### src/rtl/cwer_pkg.sv
package cwer_pkg;
  localparam int REQ_ID_W = 16;
  localparam int CLS_W    = 4;
  localparam int IDX_W    = 8;
  localparam logic [CLS_W-1:0] MSG_CLASS_COMPLETER = 4'h2;
  localparam logic [IDX_W-1:0] MSG_IDX_UNCORR_WR   = 8'h01;
  localparam int CLR_DPE      = 0;
  localparam int CLR_ISR_DPE  = 1;
  localparam int CLR_ISR_SCEM = 2;
  localparam int CLR_OVF      = 3;
  localparam int CLR_ECC      = 4;
  localparam int CLR_W        = 5;
  localparam int STICKY_N     = 4;

  typedef struct packed {
    logic [REQ_ID_W-1:0] req_id;
    logic [CLS_W-1:0]    cls;
    logic [IDX_W-1:0]    idx;
  } err_msg_t;
endpackage

### src/rtl/cwer_delay_pipe.sv
module cwer_delay_pipe #(
  parameter int DELAY = 3,
  parameter int ID_W  = 16
) (
  input  logic            clk_i,
  input  logic            rst_ni,
  input  logic            fire_i,
  input  logic [ID_W-1:0] id_i,
  output logic            fire_o,
  output logic [ID_W-1:0] id_o
);
  logic            st_q [DELAY];
  logic [ID_W-1:0] id_q [DELAY];

  always_ff @(posedge clk_i or negedge rst_ni) begin
    if (!rst_ni) begin
      st_q[0] <= 1'b0;
      id_q[0] <= '0;
    end else begin
      st_q[0] <= fire_i;
      id_q[0] <= fire_i ? id_i : '0;
    end
  end

  for (genvar i = 1; i < DELAY; i++) begin : g_stage
    always_ff @(posedge clk_i or negedge rst_ni) begin
      if (!rst_ni) begin
        st_q[i] <= 1'b0;
        id_q[i] <= '0;
      end else begin
        st_q[i] <= st_q[i-1];
        id_q[i] <= id_q[i-1];
      end
    end
  end

  assign fire_o = st_q[DELAY-1];
  assign id_o   = id_q[DELAY-1];
endmodule

### src/rtl/cwer_msg_slot.sv
module cwer_msg_slot import cwer_pkg::*; (
  input  logic                clk_i,
  input  logic                rst_ni,
  input  logic                push_i,
  input  logic [REQ_ID_W-1:0] push_id_i,
  input  logic                ready_i,
  output logic                valid_o,
  output err_msg_t            msg_o,
  output logic                ovf_o
);
  logic     valid_q;
  err_msg_t msg_q;
  logic     free;

  assign free = !valid_q || ready_i;

  always_ff @(posedge clk_i or negedge rst_ni) begin
    if (!rst_ni) begin
      valid_q <= 1'b0;
      msg_q   <= '0;
    end else if (push_i && free) begin
      valid_q     <= 1'b1;
      msg_q.req_id <= push_id_i;
      msg_q.cls    <= MSG_CLASS_COMPLETER;
      msg_q.idx    <= MSG_IDX_UNCORR_WR;
    end else if (valid_q && ready_i) begin
      valid_q <= 1'b0;
    end
  end

  assign valid_o = valid_q;
  assign msg_o   = msg_q;
  assign ovf_o   = push_i && !free;
endmodule

### src/rtl/cwer_err_log.sv
module cwer_err_log import cwer_pkg::*; #(
  parameter int ADDR_W = 32,
  parameter int ATTR_W = 32
) (
  input  logic                clk_i,
  input  logic                rst_ni,
  input  logic                cap_i,
  input  logic                clr_i,
  input  logic [REQ_ID_W-1:0] id_i,
  input  logic [ADDR_W-1:0]   addr_lo_i,
  input  logic [ADDR_W-1:0]   addr_hi_i,
  input  logic [ATTR_W-1:0]   attr_i,
  output logic                vld_o,
  output logic [REQ_ID_W-1:0] id_o,
  output logic [ADDR_W-1:0]   addr_lo_o,
  output logic [ADDR_W-1:0]   addr_hi_o,
  output logic [ATTR_W-1:0]   attr_o
);
  always_ff @(posedge clk_i or negedge rst_ni) begin
    if (!rst_ni) begin
      vld_o     <= 1'b0;
      id_o      <= '0;
      addr_lo_o <= '0;
      addr_hi_o <= '0;
      attr_o    <= '0;
    end else if (cap_i && !vld_o) begin
      // first failure wins; held until cleared
      vld_o     <= 1'b1;
      id_o      <= id_i;
      addr_lo_o <= addr_lo_i;
      addr_hi_o <= addr_hi_i;
      attr_o    <= attr_i;
    end else if (clr_i) begin
      vld_o <= 1'b0;
    end
  end
endmodule

### src/rtl/cfg_wr_err_responder.sv
module cfg_wr_err_responder import cwer_pkg::*; #(
  parameter int ADDR_W     = 32,
  parameter int ATTR_W     = 32,
  parameter int PERR_DELAY = 3
) (
  input  logic                clk_i,
  input  logic                rst_ni,
  input  logic                txn_valid_i,
  input  logic                txn_ue_i,
  input  logic [REQ_ID_W-1:0] txn_req_id_i,
  input  logic [ADDR_W-1:0]   txn_addr_lo_i,
  input  logic [ADDR_W-1:0]   txn_addr_hi_i,
  input  logic [ATTR_W-1:0]   txn_attr_i,
  input  logic                mode2_i,
  input  logic                perr_resp_en_i,
  input  logic                scem_mask_i,
  input  logic                dpe_mask_i,
  input  logic [CLR_W-1:0]    clr_i,
  output logic                term_split_o,
  output logic                fwd_valid_o,
  output logic [ADDR_W-1:0]   fwd_addr_o,
  output logic                perr_no,
  output logic                msg_valid_o,
  input  logic                msg_ready_i,
  output logic [REQ_ID_W-1:0] msg_req_id_o,
  output logic [CLS_W-1:0]    msg_class_o,
  output logic [IDX_W-1:0]    msg_index_o,
  output logic                sts_dpe_o,
  output logic                isr_dpe_o,
  output logic                isr_scem_o,
  output logic                msg_ovf_o,
  output logic                ecc_vld_o,
  output logic [REQ_ID_W-1:0] ecc_req_id_o,
  output logic [ADDR_W-1:0]   ecc_addr_lo_o,
  output logic [ADDR_W-1:0]   ecc_addr_hi_o,
  output logic [ATTR_W-1:0]   ecc_attr_o
);
  logic                det_err;
  logic                pipe_fire;
  logic [REQ_ID_W-1:0] pipe_id;
  logic                perr_q;
  logic                ovf_pulse;
  err_msg_t            msg;
  logic [STICKY_N-1:0] sticky_set;
  logic [STICKY_N-1:0] sticky_clr;
  logic [STICKY_N-1:0] sticky_q;

  assign det_err = txn_valid_i && txn_ue_i;

  // split termination for every write; forward only clean data
  always_ff @(posedge clk_i or negedge rst_ni) begin
    if (!rst_ni) begin
      term_split_o <= 1'b0;
      fwd_valid_o  <= 1'b0;
      fwd_addr_o   <= '0;
    end else begin
      term_split_o <= txn_valid_i;
      fwd_valid_o  <= txn_valid_i && !txn_ue_i;
      if (txn_valid_i && !txn_ue_i) fwd_addr_o <= txn_addr_lo_i;
    end
  end

  cwer_delay_pipe #(.DELAY(PERR_DELAY), .ID_W(REQ_ID_W)) u_pipe (
    .clk_i  (clk_i),
    .rst_ni (rst_ni),
    .fire_i (det_err && perr_resp_en_i),
    .id_i   (txn_req_id_i),
    .fire_o (pipe_fire),
    .id_o   (pipe_id)
  );

  always_ff @(posedge clk_i or negedge rst_ni) begin
    if (!rst_ni) perr_q <= 1'b0;
    else         perr_q <= pipe_fire;
  end
  assign perr_no = !perr_q;

  cwer_msg_slot u_slot (
    .clk_i     (clk_i),
    .rst_ni    (rst_ni),
    .push_i    (pipe_fire),
    .push_id_i (pipe_id),
    .ready_i   (msg_ready_i),
    .valid_o   (msg_valid_o),
    .msg_o     (msg),
    .ovf_o     (ovf_pulse)
  );
  assign msg_req_id_o = msg.req_id;
  assign msg_class_o  = msg.cls;
  assign msg_index_o  = msg.idx;

  assign sticky_set[CLR_DPE]      = det_err;
  assign sticky_set[CLR_ISR_DPE]  = det_err && !dpe_mask_i;
  assign sticky_set[CLR_ISR_SCEM] = pipe_fire && !scem_mask_i;
  assign sticky_set[CLR_OVF]      = ovf_pulse;
  assign sticky_clr = clr_i[STICKY_N-1:0];

  for (genvar b = 0; b < STICKY_N; b++) begin : g_sticky
    always_ff @(posedge clk_i or negedge rst_ni) begin
      if (!rst_ni)            sticky_q[b] <= 1'b0;
      else if (sticky_set[b]) sticky_q[b] <= 1'b1;
      else if (sticky_clr[b]) sticky_q[b] <= 1'b0;
    end
  end

  assign sts_dpe_o  = sticky_q[CLR_DPE];
  assign isr_dpe_o  = sticky_q[CLR_ISR_DPE];
  assign isr_scem_o = sticky_q[CLR_ISR_SCEM];
  assign msg_ovf_o  = sticky_q[CLR_OVF];

  cwer_err_log #(.ADDR_W(ADDR_W), .ATTR_W(ATTR_W)) u_log (
    .clk_i     (clk_i),
    .rst_ni    (rst_ni),
    .cap_i     (det_err && mode2_i),
    .clr_i     (clr_i[CLR_ECC]),
    .id_i      (txn_req_id_i),
    .addr_lo_i (txn_addr_lo_i),
    .addr_hi_i (txn_addr_hi_i),
    .attr_i    (txn_attr_i),
    .vld_o     (ecc_vld_o),
    .id_o      (ecc_req_id_o),
    .addr_lo_o (ecc_addr_lo_o),
    .addr_hi_o (ecc_addr_hi_o),
    .attr_o    (ecc_attr_o)
  );
endmodule

### config.mk
export PLATFORM = sky130hd
export DESIGN_NAME = cfg_wr_err_responder
export DESIGN_NICKNAME = d
export VERILOG_FILES = /design/src/rtl/cwer_pkg.sv /design/src/rtl/cwer_delay_pipe.sv /design/src/rtl/cwer_msg_slot.sv /design/src/rtl/cwer_err_log.sv /design/src/rtl/cfg_wr_err_responder.sv
export SDC_FILE = /design/constraint.sdc
export NUM_CORES = 1
export LEC_CHECK = 0
export CAP_MARGIN = 20
export CORE_ASPECT_RATIO = 1.75
export CORE_MARGIN = 1
export CORE_UTILIZATION = 44
export CTS_CLUSTER_SIZE = 16
export DETAILED_ROUTE_END_ITERATION = 7
export GPL_TIMING_DRIVEN = 0
export PLACE_DENSITY = 0.8
export RECOVER_POWER = 50
export SLEW_MARGIN = 20
export SYNTH_ARGS = -nofsm -noshare
export SYNTH_HDL_FRONTEND = slang
export SYNTH_SLANG_ARGS = --single-unit
### constraint.sdc
create_clock -name clk_i -period 1.66 [get_ports clk_i]
set_clock_uncertainty 0.15 [all_clocks]
set_input_delay 0.249 -clock clk_i [delete_from_list [all_inputs] [get_ports clk_i]]
set_output_delay 0.249 -clock clk_i [all_outputs]
set_load 0.01 [all_outputs]
# --- Word level (Yosys, flattened, before mapping) ---
# Cells that the tools add are included.
word_totals:
  out_inout_bits: 181
  word_cells: 59
  in_bits: 126
  ff_bits: 221
classes:
  muxes: 13
  n_reduce_logical: 24
ops:
  columns: ["cell", "count"]
  rows:
  - ["16-bit two-way mux", 1]
  - ["1-bit two-way mux", 12]
  - ["2-bit nonzero test", 6]
  - ["1-bit logical AND", 10]
  - ["1-bit zero test", 7]
  - ["1-bit logical OR", 1]

# --- Longest topological paths before layout ---
logic_depth:
  word_depth: 5
  ltp_mapped: 5

# --- Hierarchy ---
# Synthesis repeated with hierarchy kept, for this count alone.
unflattened:
  hier_cells: 466
  area_unflattened_um2: 8538.2
by_module_without_submodules:
  columns: ["module", "area_each_um2", "n_inst", "seq_area_each_um2", "cells_per_inst"]
  rows:
  - ["cwer_err_log", 4614.4, 1, 2827.7, 240]
  - ["cfg_wr_err_responder", 1596.5, 1, 975.9, 89]
  - ["cwer_delay_pipe", 1522.7, 1, 1276.2, 84]
  - ["cwer_msg_slot", 804.5, 1, 450.4, 53]

# --- Least setup slack after synthesis ---
# OpenSTA, ideal clock, no wires.
synth_timing:
  path_type: "reg2reg"
  startpoint: "register u_log.vld_o"
  endpoint: "register u_log.addr_hi_o[0]"
  slack_ns: 0.154
  period_less_slack_ns: 1.506
  path_buffers: 2
  setup_ns: 0.125
  stages_incl_launch_ff: 6
  arrival_time_ns: 1.230
  t_required_ns: 1.385
  path_cell_list: "dfrtp_1 inv_1 nand4_2 buf_4 buf_6 mux2_4"
synth_via:
  elab_chain_cells: 2
synth_lines:
  columns: ["item", "line", "rtl"]
  rows:
  - ["start, declared", "cwer_err_log.sv:13", "output logic vld_o,"]
  - ["start signal, assigned", "cwer_err_log.sv:21", "vld_o <= 1'b0;"]
  - ["start signal, assigned", "cwer_err_log.sv:28", "vld_o <= 1'b1;"]
  - ["start signal, assigned", "cwer_err_log.sv:34", "vld_o <= 1'b0;"]
  - ["1-bit zero test", "cwer_err_log.sv:26", "end else if (cap_i && !vld_o) begin"]
  - ["1-bit logical AND", "cwer_err_log.sv:26", null]
  - ["end signal, assigned", "cwer_err_log.sv:31", "addr_hi_o <= addr_hi_i;"]
  - ["end, declared", "cwer_err_log.sv:16", "output logic [ADDR_W-1:0] addr_hi_o,"]
# Every way passes these cells.
# A chain may end at the register's enable or synchronous reset.

# --- Worst setup path in the final report ---
layout_timing:
  startpoint: "input port txn_valid_i"
  endpoint: "register fwd_addr_o[16]"
layout_via:
  elab_chain_cells: 1
layout_lines:
  columns: ["item", "line", "rtl"]
  rows:
  - ["start, declared", "cfg_wr_err_responder.sv:8", "input logic txn_valid_i,"]
  - ["1-bit logical AND", "cfg_wr_err_responder.sv:59", "if (txn_valid_i && !txn_ue_i) fwd_addr_o <= txn_addr_lo_i;"]
  - ["end signal, assigned", "cfg_wr_err_responder.sv:59", null]
  - ["end, declared", "cfg_wr_err_responder.sv:21", "output logic [ADDR_W-1:0] fwd_addr_o,"]
# Every way passes these cells.

==> flow_summary.json <==
{
  "fmax_ghz": 0.620,
  "slew_headroom_pct": 57.4,
  "power.share.combinational_pct": 21.7,
  "nets": 905,
  "dr.pass1.iters": 4,
  "synth_top_area_share_pct": 68.9,
  "synth_top_area_cell": "dfrtp_1",
  "power_density_nw_per_um2": 1230,
  "rows": 65,
  "crit_fanout": 10,
  "fin_setup_tns_ns": 0,
  "ir_drop_mv": 1.18,
  "crit_path_cell_trace": "clkdlybuf4s50_1 > nor2b_1 > buf_2 > clkbuf_4 > mux2_2",
  "critPathRequiredTime_ns": 1.88,
  "synthesis.area_um2": 8030,
  "layout_min_cycle_time_ns": 1.61,
  "ys_types": 17,
  "antenna_found_initial": 1,
  "syn_avg_cell_area_um2": 17.9,
  "netlist_instances": 448,
  "drc": 0,
  "p_clk_share_pct": 33.0,
  "initial_core_util_pct": 44.7,
  "drt-initial-drc-count": 79,
  "vias_per_cell": 4.79,
  "clkLatencyLatePin_ns": 0.49,
  "path_class": "input port to flip-flop",
  "power.share.sequential_pct": 45.3,
  "cp-end-kind": "flip-flop",
  "htree_levels": 1,
  "setup_violations": 0,
  "cp_slowest_cell": "clkdlybuf4s50_1",
  "synthFlopType": "dfrtp_1",
  "cp.arrival_ns": 1.83,
  "r2r.worst_path.cells": 5,
  "dp.cells": 989,
  "ys_ff_latch": 221,
  "synth_area_leaders": "dfrtp_1 69%, mux2_4 13%, mux2_2 13%",
  "cts_buffers": 21,
  "boundaryPins": 307,
  "max_stage_delay_ns": 0.58,
  "yosysSeqAreaShare_pct": 68.9,
  "worstHoldStart": "clr_i[2]",
  "wl_um": 19000,
  "ys_warn_count": 0,
  "place_congestion": 0.786,
  "hp-class": "input port to flip-flop",
  "finalHoldViolCount": 0,
  "clkTransAtPathRegs_ns": 0.06,
  "grt_use_total_pct": 20.6,
  "cts_sinks": 221,
  "grt_pass1_vias": 5599,
  "cts_tree": "done",
  "die-area_um2": 18800,
  "vias": 4919,
  "p_leak_nw": 5.89,
  "r2r-start": "u_log.vld_o$_DFFE_PN0P_",
  "p_sw_share_pct": 25.1,
  "fp.dieH_um": 181,
  "port_buffers": 296,
  "max_slew.worst_pin.slew_ns": 0.639,
  "worstHoldPathCells": 2,
  "rsz0062_at_grt": "yes",
  "dpl.hpwl_um": 13900,
  "final_cells": 1027,
  "p_int_mw": 11.0,
  "status": "complete, no violations",
  "drive_gt1_share_pct": 28.9,
  "p_switching_mw": 3.67,
  "core_um2": 18000,
  "max-clock-path-buffers": 3,
  "worstSetupStartpointType": "input port",
  "synth_edf_count": 0,
  "die_width_um": 104,
  "drv_slew": 0,
  "clockRootBuffer": "clkbuf_16",
  "grt_overflow_total": 0,
  "ant_nets": 0,
  "wl_per_cell_um": 18.5,
  "cp-startpoint": "txn_valid_i",
  "async_flop_share_pct": 100,
  "syn_to_final_growth_pct": 47.9,
  "max_cap_viol_count": 0,
  "grt_start_max_net_pins": 105,
  "period_share_pct": 97.1,
  "grt_pass1_wl_um": 30100
}
metrics by stage:
stage	cell area (µm²)	power (mW)	worst slack [ns]	hold slack, ns	utilization, %
floorplan	8060	8.15	0.154	-0.197	-
global placement	11300	10.4	-8.39	0.181	63.0
detailed placement	11400	10.5	-0.460	-0.0449	63.3
CTS	11900	14.8	0.0154	0.0494	66.1
global route	11900	15.3	-0.0296	0.172	66.0
finish	11900	14.6	0.0478	0.177	66.0
power by group through the flow:
stage               combinational (mW)  sequential [mW]  clock (mW)
finish                            3.18             6.64        4.83
CTS                               3.22             6.65        4.97
floorplan                         1.07             7.08           0
detailed placement                3.76             6.75           0
global placement                  3.67             6.71           0
global route                      3.36             6.74        5.17
layer usage:
| layer | global-route usage [%] | vias to the layer above | share of wire (%) |
|---|---|---|---|
| li1 | - | 2173 | - |
| met4 | 12.2 | 0 | 5.8 |
| met1 | 21.9 | 2447 | 35 |
| met2 | 36.8 | 231 | 53 |
| met3 | 4.70 | 68 | 6.1 |
| met5 | 0 | - | 0 |
cell usage after synthesis, types with 2 or more instances:
cell type and n:
mux2_4 69, nand2_1 3, o22ai_1 3, mux2_2 91, o21ai_0 2, inv_1 7
buf_2 8, dfrtp_1 221, nand2b_1 2, buf_6 7, buf_4 14, and2_1 16
final timing paths:
check	endpoint	slack [ns]
worst max-delay path	fwd_addr_o[16]$_DFFE_PN0P_	0.05
worst min-delay path	isr_scem_o$_DFFE_PN0P_	0.18
worst max register to register	u_log.addr_hi_o[22]$_DFFE_PN0P_	0.10
worst min register to register	u_pipe.id_q[26]$_DFF_PN0_	0.19
max in group asynchronous	u_log.id_o[4]$_DFFE_PN0P_	0.19
min in group asynchronous	u_log.addr_lo_o[3]$_DFFE_PN0P_	0.19
cell usage in the layout, fill, tap and decap left out, types with 6 or more instances in the layout:
cell type,count
dfrtp_1,221
dlygate4sd2_1,170
clkdlybuf4s50_1,124
mux2_2,91
mux2_4,69
clkbuf_16,21
buf_4,14
and2_1,11
conb_1,10
buf_6,8
buf_2,6
inv_1,6
state kept, by name (all words and copies together), names as in the netlist, 2 cells and up:
register / count
u_log.attr_o: 32
u_pipe.id_q: 32
fwd_addr_o: 32
u_log.addr_hi_o: 32
u_slot.msg_o: 17
u_log.addr_lo_o: 32
u_pipe.id_o: 16
u_pipe.st_q: 2
u_log.id_o: 16
critical path: cells and delay by family:
family        cells  cell delay [ns]
buf+inv           3             1.05
mux               1             0.36
simple gates      1             0.16
timing repair:
item,4_1_cts,5_1_grt
pin swaps,0,0
setup endpoints to repair,249,20
gates resized for setup,176,2
endpoints found under the hold margin,221,0
setup buffers,0,0
hold buffers,1,0
layout make-up:
type,count,area (µm²)
fillers,1333,6110
flip-flops and latches,221,5530
repair buffers,299,2790
multi-input cells,199,2290
clock buffers,26,564
well taps,234,293
plain buffers,30,236
clock inverters,10,135
inverters,7,26.3
diodes,1,2.50
logic make-up (layout without fill, tap and decap cells):
logic type,after synthesis,count (layout),share of synthesized area [%]
other,1,11,0.0467
muxes,160,160,25.7
and+or+nand+nor,24,24,1.86
DFF,221,221,68.9
AOI/OAI and AO/OA,5,5,0.359
buffers and inverters,37,372,3.16
Power figures use the tool's default switching activity.
